==> config.mk <==
export PLATFORM = sky130hd
export DESIGN_NAME = ptw_walker
export DESIGN_NICKNAME = d
export VERILOG_FILES = /design/src/rtl/ptw_pkg.sv /design/src/rtl/ptw_addr_gen.sv /design/src/rtl/ptw_rights.sv /design/src/rtl/ptw_leaf_upd.sv /design/src/rtl/ptw_walker.sv
export SDC_FILE = /design/constraint.sdc
export NUM_CORES = 1
export LEC_CHECK = 0
export ABC_AREA = 1
export BUFFER_PORTS_ARGS = -buffer_cell sky130_fd_sc_hd__buf_2
export CAP_MARGIN = 20
export CORE_MARGIN = 1
export CORE_UTILIZATION = 40
export CTS_BUF_LIST = sky130_fd_sc_hd__clkbuf_4 sky130_fd_sc_hd__clkbuf_8
export CTS_CLUSTER_SIZE = 16
export DETAILED_ROUTE_END_ITERATION = 7
export PLACE_DENSITY = 0.69
export RECOVER_POWER = 50
export SLEW_MARGIN = 25
export SYNTH_ARGS = -nofsm -noshare
export SYNTH_HDL_FRONTEND = slang
export SYNTH_SLANG_ARGS = --single-unit
==> constraint.sdc <==
create_clock -name clk -period 1.6 [get_ports clk]
set_clock_uncertainty 0.05 [all_clocks]
set_input_delay 0.08 -clock clk [delete_from_list [all_inputs] [get_ports clk]]
set_output_delay 0.08 -clock clk [all_outputs]
set_load 0.03 [all_outputs]
==> src/rtl/ptw_pkg.sv <==
package ptw_pkg;

    localparam int VA_W     = 48;
    localparam int PA_W     = 52;
    localparam int PG_SH    = 12;
    localparam int IDX_W    = 9;
    localparam int LEVELS   = 4;
    localparam int PTE_W    = 64;
    localparam int FRAME_W  = PA_W - PG_SH;
    localparam int VPN_W    = VA_W - PG_SH;
    localparam int LVL_W    = $clog2(LEVELS);
    localparam int ENTRY_SH = $clog2(PTE_W / 8);
    localparam int FAULT_W  = 3;

    // entry bit positions
    localparam int PTE_P  = 0;
    localparam int PTE_RW = 1;
    localparam int PTE_US = 2;
    localparam int PTE_A  = 5;
    localparam int PTE_D  = 6;
    localparam int PTE_NX = 63;

    typedef enum logic [1:0] {
        ACC_READ  = 2'd0,
        ACC_WRITE = 2'd1,
        ACC_FETCH = 2'd2,
        ACC_ALT   = 2'd3
    } acc_e;

    typedef enum logic [FAULT_W-1:0] {
        FLT_NONE   = 3'd0,
        FLT_ABSENT = 3'd1,
        FLT_RO     = 3'd2,
        FLT_PRIV   = 3'd3,
        FLT_NOEXEC = 3'd4
    } fault_e;

    typedef enum logic [2:0] {
        ST_IDLE,
        ST_RD_REQ,
        ST_RD_WAIT,
        ST_WB,
        ST_DONE
    } state_e;

    typedef struct packed {
        logic wr;
        logic usr;
        logic nx;
    } rights_t;

    localparam rights_t RIGHTS_ALL  = '{wr: 1'b1, usr: 1'b1, nx: 1'b0};
    localparam rights_t RIGHTS_NONE = '{wr: 1'b0, usr: 1'b0, nx: 1'b1};

    function automatic logic [FRAME_W-1:0] pte_frame(input logic [PTE_W-1:0] e);
        return e[PA_W-1:PG_SH];
    endfunction

    function automatic rights_t pte_rights(input logic [PTE_W-1:0] e);
        rights_t r;
        r.wr  = e[PTE_RW];
        r.usr = e[PTE_US];
        r.nx  = e[PTE_NX];
        return r;
    endfunction

    function automatic rights_t rights_merge(input rights_t a, input rights_t b);
        rights_t r;
        r.wr  = a.wr & b.wr;
        r.usr = a.usr & b.usr;
        r.nx  = a.nx | b.nx;
        return r;
    endfunction

endpackage

==> src/rtl/ptw_addr_gen.sv <==
module ptw_addr_gen
    import ptw_pkg::*;
(
    input  logic [VPN_W-1:0]   vpn,
    input  logic [LVL_W-1:0]   level,
    input  logic [FRAME_W-1:0] table_frame,
    output logic [PA_W-1:0]    entry_addr
);

    logic [IDX_W-1:0] idx [LEVELS];

    // level 0 takes the highest index field, the last level the lowest
    for (genvar g = 0; g < LEVELS; g++) begin : g_idx
        assign idx[g] = vpn[VPN_W-1-g*IDX_W -: IDX_W];
    end

    logic [IDX_W-1:0]          sel_idx;
    logic [IDX_W+ENTRY_SH-1:0] byte_off;

    assign sel_idx    = idx[level];
    assign byte_off   = {sel_idx, {ENTRY_SH{1'b0}}};
    assign entry_addr = {table_frame, {PG_SH{1'b0}}} + PA_W'(byte_off);

endmodule

==> src/rtl/ptw_rights.sv <==
module ptw_rights
    import ptw_pkg::*;
(
    input  logic    clk,
    input  logic    rst,
    input  logic    start,
    input  logic    step,
    input  rights_t entry_r,
    input  acc_e    acc,
    input  logic    user,
    output rights_t eff,
    output fault_e  fault
);

    rights_t acc_r;

    always_ff @(posedge clk) begin
        if (rst || start) begin
            acc_r <= RIGHTS_ALL;
        end else if (step) begin
            acc_r <= rights_merge(acc_r, entry_r);
        end
    end

    // rights including the entry currently on the read data bus
    assign eff = rights_merge(acc_r, entry_r);

    always_comb begin
        fault = FLT_NONE;
        if (user && !eff.usr) begin
            fault = FLT_PRIV;
        end else if (acc == ACC_WRITE && !eff.wr) begin
            fault = FLT_RO;
        end else if (acc == ACC_FETCH && eff.nx) begin
            fault = FLT_NOEXEC;
        end
    end

endmodule

==> src/rtl/ptw_leaf_upd.sv <==
module ptw_leaf_upd
    import ptw_pkg::*;
(
    input  logic [PTE_W-1:0] leaf_in,
    input  logic             is_write,
    output logic [PTE_W-1:0] leaf_out,
    output logic             changed
);

    logic [PTE_W-1:0] set_mask;

    always_comb begin
        set_mask        = '0;
        set_mask[PTE_A] = 1'b1;
        set_mask[PTE_D] = is_write;
    end

    assign leaf_out = leaf_in | set_mask;
    assign changed  = (leaf_out != leaf_in);

endmodule

==> src/rtl/ptw_walker.sv <==
module ptw_walker
    import ptw_pkg::*;
(
    input  logic               clk,
    input  logic               rst,
    input  logic [FRAME_W-1:0] root_frame,
    input  logic               req_valid,
    input  logic [VA_W-1:0]    req_vaddr,
    input  logic [1:0]         req_acc,
    input  logic               req_user,
    output logic               busy,
    output logic               mem_rd_valid,
    input  logic               mem_rd_ready,
    output logic [PA_W-1:0]    mem_rd_addr,
    input  logic               mem_rd_data_valid,
    input  logic [PTE_W-1:0]   mem_rd_data,
    output logic               mem_wr_valid,
    input  logic               mem_wr_ready,
    output logic [PA_W-1:0]    mem_wr_addr,
    output logic [PTE_W-1:0]   mem_wr_data,
    output logic               done,
    output logic [FAULT_W-1:0] done_fault,
    output logic [PA_W-1:0]    done_paddr,
    output logic               done_writable,
    output logic               done_user,
    output logic               done_exec
);

    state_e             state;
    logic [LVL_W-1:0]   level;
    logic [FRAME_W-1:0] base_q;
    logic [VA_W-1:0]    vaddr_q;
    acc_e               acc_q;
    logic               user_q;
    logic [PA_W-1:0]    wb_addr_q;
    logic [PTE_W-1:0]   wb_data_q;
    fault_e             fault_q;
    logic [PA_W-1:0]    paddr_q;
    rights_t            rights_q;

    logic               accept;
    logic               rsp;
    logic               present;
    logic               at_leaf;
    logic               step;
    logic [PA_W-1:0]    walk_addr;
    rights_t            eff;
    fault_e             leaf_fault;
    logic [PTE_W-1:0]   leaf_new;
    logic               leaf_changed;

    assign accept  = (state == ST_IDLE) && req_valid;
    assign rsp     = (state == ST_RD_WAIT) && mem_rd_data_valid;
    assign present = mem_rd_data[PTE_P];
    assign at_leaf = (level == LVL_W'(LEVELS - 1));
    assign step    = rsp && present && !at_leaf;

    ptw_addr_gen u_addr (
        .vpn         (vaddr_q[VA_W-1:PG_SH]),
        .level       (level),
        .table_frame (base_q),
        .entry_addr  (walk_addr)
    );

    ptw_rights u_rights (
        .clk     (clk),
        .rst     (rst),
        .start   (accept),
        .step    (step),
        .entry_r (pte_rights(mem_rd_data)),
        .acc     (acc_q),
        .user    (user_q),
        .eff     (eff),
        .fault   (leaf_fault)
    );

    ptw_leaf_upd u_leaf (
        .leaf_in  (mem_rd_data),
        .is_write (acc_q == ACC_WRITE),
        .leaf_out (leaf_new),
        .changed  (leaf_changed)
    );

    always_ff @(posedge clk) begin
        if (rst) begin
            state     <= ST_IDLE;
            level     <= '0;
            base_q    <= '0;
            vaddr_q   <= '0;
            acc_q     <= ACC_READ;
            user_q    <= 1'b0;
            wb_addr_q <= '0;
            wb_data_q <= '0;
            fault_q   <= FLT_NONE;
            paddr_q   <= '0;
            rights_q  <= RIGHTS_NONE;
        end else begin
            case (state)
                ST_IDLE: begin
                    if (req_valid) begin
                        state    <= ST_RD_REQ;
                        level    <= '0;
                        base_q   <= root_frame;
                        vaddr_q  <= req_vaddr;
                        acc_q    <= acc_e'(req_acc);
                        user_q   <= req_user;
                        fault_q  <= FLT_NONE;
                        paddr_q  <= '0;
                        rights_q <= RIGHTS_NONE;
                    end
                end
                ST_RD_REQ: begin
                    if (mem_rd_ready) begin
                        state <= ST_RD_WAIT;
                    end
                end
                ST_RD_WAIT: begin
                    if (mem_rd_data_valid) begin
                        if (!present) begin
                            fault_q <= FLT_ABSENT;
                            state   <= ST_DONE;
                        end else if (!at_leaf) begin
                            level  <= level + LVL_W'(1);
                            base_q <= pte_frame(mem_rd_data);
                            state  <= ST_RD_REQ;
                        end else if (leaf_fault != FLT_NONE) begin
                            fault_q <= leaf_fault;
                            state   <= ST_DONE;
                        end else begin
                            paddr_q  <= {pte_frame(mem_rd_data), vaddr_q[PG_SH-1:0]};
                            rights_q <= eff;
                            if (leaf_changed) begin
                                wb_addr_q <= walk_addr;
                                wb_data_q <= leaf_new;
                                state     <= ST_WB;
                            end else begin
                                state <= ST_DONE;
                            end
                        end
                    end
                end
                ST_WB: begin
                    if (mem_wr_ready) begin
                        state <= ST_DONE;
                    end
                end
                ST_DONE: begin
                    state <= ST_IDLE;
                end
                default: begin
                    state <= ST_IDLE;
                end
            endcase
        end
    end

    assign busy          = (state != ST_IDLE);
    assign mem_rd_valid  = (state == ST_RD_REQ);
    assign mem_rd_addr   = walk_addr;
    assign mem_wr_valid  = (state == ST_WB);
    assign mem_wr_addr   = wb_addr_q;
    assign mem_wr_data   = wb_data_q;
    assign done          = (state == ST_DONE);
    assign done_fault    = fault_q;
    assign done_paddr    = paddr_q;
    assign done_writable = rights_q.wr;
    assign done_user     = rights_q.usr;
    assign done_exec     = !rights_q.nx;

endmodule

==> summary.txt, run 1 <==
Worst setup EP type - primary output
most numerous cell in the Yosys netlist - nor2_1
Slew HR - 44.3%
Post-Syn Area - 10900 µm²
Seq cells post-synth - 270
critical path arrival - 1800 ps
via-per-instance ratio - 5.52
number of synthesized flops with an enable pin - 0
total global routing track utilization - 31.4%
initial core utilization - 40.6%
largest net degree at the start of global routing - 69
worst r2r path cells - 12
worst hold path type - in2reg
area leader, netlist - dfxtp_1
residual DRC count - 0
min cycle time layout - 1930 ps
WHS Path Cells - 4
Clock Pin Slew Worst Setup and Hold Paths - 70 ps
YS warnings - 0
Hold Fails Final Rpt - 0
Pwr Density - 1110 nW/µm²
GRT overflow - 0
routed wire length - 53.8 mm
Site Rows - 60
status - finished with violations
crit path launch - level[1]
Clock Power Share - 30.4%
Avg Synthesized Cell Area - 7.10 µm²
max_cap viols - 0
Hold Crit Start - mem_rd_data[11]
Final Non-Filler Cells - 2562
routability cong. - 0.921
Hold Crit Endpoint - mem_wr_data[11]
unrepaired setup endpoints after global routing - yes
TNS Setup - -33470 ps
max-slew violations - 0
switching part of the total - 35.9%
via count - 14138
commonest cells in the netlist - nor2_1 (298), nand2_1 (295), dfxtp_1 (270), a21oi_1 (197), o21ai_0 (106)
Layout Area Growth over Synthesis - 79.3%
final period utilization - 121%
Clock Path Buffers - 3
Switch Pwr - 7800 µW
largest cells by area after synthesis - dfxtp_1 (50%), nor2_1 (10%), nand2_1 (10%)
Max rail drop VDD - 742 µV
clock tree sinks - 270
worst slew pin tran - 836 ps
CTS buffer count - 46
CP max FO - 6
Die Wd - 167 µm
Sequential Power Share - 35.7%
most common flop cell mapped by yosys - dfxtp_1
Die H - 167 µm
unique cell type count in the Yosys netlist - 25
TritonRoute pass-1 iters - 5
first-pass GRT wire length - 69.6 mm
Clk Latency, worst-skew pair - 580 ps
FMAX - 517 MHz
root buf cell - clkbuf_8
Mapped Cells - 1535
sequential area share after synthesis - 49.6%
FF-to-FF Start - acc_q[1]
die area - 27900 µm²
# IOs - 391
Port Buf Inserts - 384
Worst EP required - 1470 ps
drt initial violations - 1440
initial antenna violation count - 2
Post-DP HPWL - 26.9 mm
Internal - 13900 µW
failing checks - negative setup slack
antenna viol nets, final - 0
vias in the first global route - 12724
fraction of layout cells with a size suffix above 1 - 38.4%
Pleak - 0.00850 µW
routed len/inst - 21.0 µm
Post-synth ARST share - 0%
Final #Nets - 2354
power share of the combinational group - 34.0%
kind of critical path - reg2out
R2R Setup Slk - -260 ps
H-tree lvl count - 2
final worst slack - -335 ps
CTS tree - built
endpoints failing setup - 208
Core ar. - 26800 µm²
worst r2r dst - mem_wr_addr[16]
Critical Path Start Type - flip-flop
placed cell count - 2222
Synth top area share - 49.6%
## state kept, by name, indices dropped and copies added, names as in the netlist
name and cells:
mem_wr_data 64, done_paddr 52, mem_wr_addr 49, vaddr_q 48, base_q 40, done_fault 3
state 3, u_rights.acc_r 3, acc_q 2, level 2, done_user 1, done_writable 1
rights_q 1, user_q 1
## layout make-up
class,count,area [µm²]
Tap cell,341,427
Clock buffer,67,872
Inverter,56,255
Sequential cell,270,5420
Timing Repair Buffer,729,6140
Multi-Input combinational cell,1088,6330
Timing Repair inverter,1,7.51
Antenna cell,3,7.51
Fill cell,1883,7270
Clock inverter,7,70.1
## critical path, cell delays in order (launching register included)
cell and delay [ps]:
dfxtp_4 390, buf_6 150, clkinvlp_4 230, o21ai_2 160, o22ai_4 120, buf_6 160
## how the worst max path moves through the flow
stage	slack, ps	to
2_1_floorplan	-7	mem_wr_addr[38]
3_3_place_gp	-200	mem_wr_data[28]
3_5_place_dp	-170	mem_wr_addr[26]
4_1_cts	-180	mem_rd_addr[3]
5_1_grt	-380	mem_rd_addr[5]
6_report	-330	mem_rd_addr[5]
## layer usage
metal	vias up	wire length, µm	track usage, %
met1	6574	20300	37.7
li1	6329	-	-
met2	949	25000	52.0
met4	0	3410	17.1
met3	286	5070	7.15
met5	-	0	0
## timing repair
action	4_1_cts	5_1_grt
hold buffers	160	0
setup buffers	41	31
endpoints found under the setup margin	223	271
hold endpoints to repair	217	0
pin swaps	37	157
gates cloned	22	20
gates resized for setup	200	403
## logic make-up (layout without fill, tap and decap cells)
kind of cell             count (synthesis)  after routing  share of synthesized area (%)
buffers and inverters                  182            860                           7.05
AO/OA/AOI/OAI                          373            373                           17.2
flip-flops                             270            270                           49.6
other                                    1              9                         0.0344
AND/OR/NAND/NOR                        708            708                           25.9
adder cells (fa/ha/maj)                  1              1                          0.115
## cells in the final DEF (no fill, tap or decap), drive strengths merged, types with 2 or more instances in the layout
cell type	instances
buf	420
nor3	3
o22ai	9
nand3	100
dfxtp	270
diode	3
o21ai	167
clkinvlp	2
clkinv	5
dlygate4sd3	160
clkbuf	215
nor2	301
nand4	3
a21oi	197
inv	56
nand2	299
conb	6
## metrics by stage
step           area (µm²)  power (µW)  hold WS, ps  setup WS [ps]  utilization (%)
6_report            19500       21700          252           -335             72.9
2_1_floorplan       11100       10900          171          -6.80                -
4_1_cts             17800       20300          220           -183             66.5
5_1_grt             19500       22500          269           -381             72.9
3_5_place_dp        13800       12600          277           -174             51.4
3_3_place_gp        13800       12600          264           -198             51.4
## power groups by stage
stage	logic [µW]	registers, µW	clock network (µW)
detailed placement	4840	7770	0
floorplan	2330	8530	0
CTS	6070	7650	6550
finish	7380	7750	6600
global route	7740	7790	6920
global placement	4800	7760	0
No activity file was read; power rests on OpenSTA's default activity.
==> run 2, diff against run 1 <==
Settings changed: SKIP_CTS_REPAIR_TIMING set to 1.
==> run 2 against run 1 <==
The run ends with negative hold slack, negative setup slack left. Clock power decreased by 0.8%. Register-to-register slack got worse by 50 ps. Non-clock buffer count decreased by 42. Power decreased by 1.6%. Critical path type is now reg2reg. Largest power group unchanged.
==> summary.txt, run 2 (same netlist as run 1, synthesis figures left out) <==
Clock Power Share - 30.6%
Clk Latency, worst-skew pair - 580 ps
Internal - 13800 µW
unrepaired setup endpoints after global routing - yes
FF-to-FF Start - acc_q[1]
Core ar. - 26800 µm²
Final #Nets - 2314
most frequent cell on the critical path - buf_6
Tot Pwr - 21400 µW
min cycle time layout - 1910 ps
Worst setup EP type - flip-flop
root buf cell - clkbuf_8
top routing layer in use - met4
Final Non-Filler Cells - 2522
Max rail drop VDD - 763 µV
CP max FO - 11
residual DRC count - 0
H-tree lvl count - 2
placed cell count - 2222
R2R Setup Slk - -310 ps
fraction of layout cells with a size suffix above 1 - 33.9%
drt initial violations - 1264
final worst slack - -310 ps
met2 WL - 23.2 mm
TritonRoute pass-1 iters - 8
endpoints failing setup - 222
most used cells in the layout excluding fill and tap cells - nor2_1 (274), dfxtp_1 (264), buf_2 (254)
initial core utilization - 40.6%
Pwr Density - 1150 nW/µm²
DP Area - 13800 µm²
Hold Fails Final Rpt - 3
dpl ws - -174 ps
Sequential Power Share - 36.0%
worst slew pin tran - 750 ps
commonest non-fill, non-tap cell in the layout - nor2_1
Critical path destination - mem_wr_data[62]
met1 WL - 19.6 mm
Critical Path Start Type - flip-flop
filler instances - 2086
routed wire length - 49.2 mm
worst hold path type - in2reg
Site Rows - 60
CTS buffer count - 46
final period utilization - 119%
Clock Pin Slew Worst Setup and Hold Paths - 70 ps
Pleak - 0.00813 µW
Crit path largest cell delay - 320 ps
Clock Path Buffers - 3
Post-DP HPWL - 26.9 mm
# IOs - 391
worst r2r dst - mem_wr_data[62]
largest net degree at the start of global routing - 69
crit path launch - acc_q[1]
clock tree sinks - 270
Switch Pwr - 7580 µW
wire length on met3 - 4.22 mm
WP buf/inv - 6
kind of critical path - reg2reg
max_cap viols - 0
post-route cell area - 18700 µm²
via count - 13446
routability cong. - 0.921
failing checks - negative hold slack, negative setup slack
critical path arrival - 2350 ps
Worst EP required - 2040 ps
status - finished with violations
Die Wd - 167 µm
Layout Area Growth over Synthesis - 71.3%
family with the most delay on the worst path - buffers and inverters
instance count on the critical path - 12
max-slew violations - 0
die area - 27900 µm²
antenna viol nets, final - 0
switching part of the total - 35.5%
Port Buf Inserts - 384
total global routing track utilization - 26.3%
initial antenna violation count - 2
via-per-instance ratio - 5.33
Slew HR - 50.0%
Cell Chain, Critical Path - inv_2 -> buf_6 -> nor2_4 -> nand2_2 -> nand3_4 -> buf_6 -> nor3_4 -> buf_6 -> buf_12 -> clkbuf_16 -> a21oi_1 -> nor2_1
vias in the first global route - 10791
FMAX - 524 MHz
power share of the combinational group - 33.4%
WHS - -46.0 ps
worst r2r path cells - 12
CTS tree - built
GRT overflow - 0
routed len/inst - 19.5 µm
first-pass GRT wire length - 58.8 mm
Crit-path slowest cell - dfxtp_2
max reg flops - 64
Die H - 167 µm
==> run 2: stage by stage <==
step | TNS (ps) | utilization (%)
after detailed placement | -20410 | 51.4
final | -35980 | 69.6
after global placement | -21950 | 51.4
after CTS | -30260 | 54.9
after floorplan | -420 | -
after global routing | -56130 | 69.6
==> run 2: how the worst min path moves through the flow <==
stage,startpoint,endpoint,slack [ps],cells past startpoint
4_1_cts,mem_rd_data[7],mem_wr_data[7],-310,3
5_1_grt,mem_rd_data[63],rights_q[0],7,6
6_report,mem_rd_data[63],rights_q[0],-50,6
3_3_place_gp,mem_rd_data[4],mem_wr_data[4],260,3
3_5_place_dp,mem_rd_data[7],mem_wr_data[7],280,3
2_1_floorplan,mem_rd_data[16],done_paddr[16],170,2
==> run 2: worst min-delay path, cell delays in order <==
cell     delay [ps]
buf_2            90
inv_1            50
nand2_1          90
buf_4           120
o21ai_1          60
nand2_1          50
==> run 2: metal layers <==
metal	vias to the layer above	global-route usage [%]
met5	-	0
met2	755	42.5
li1	6261	-
met3	182	6.65
met4	0	11.0
met1	6248	33.4
==> run 2: final cells by class <==
class                           count  area [µm²]  share of cell area [%]
Multi-Input combinational cell   1090        6010                    32.2
Timing Repair Buffer              687        5580                    29.9
Sequential cell                   270        5420                    29.0
Clock buffer                       67         872                    4.67
Tap cell                          341         427                    2.29
Inverter                           56         267                    1.43
Clock inverter                      7        70.1                   0.376
Timing Repair inverter              1        7.51                  0.0402
Antenna cell                        3        7.51                  0.0402
==> run 2: power by group through the flow <==
stage / Clock, µW / Sequential [µW] / Combinational [µW]
2_1_floorplan: 0 / 8530 / 2330
3_3_place_gp: 0 / 7760 / 4800
3_5_place_dp: 0 / 7770 / 4840
4_1_cts: 6550 / 7630 / 4860
5_1_grt: 6870 / 7750 / 7530
6_report: 6550 / 7700 / 7140
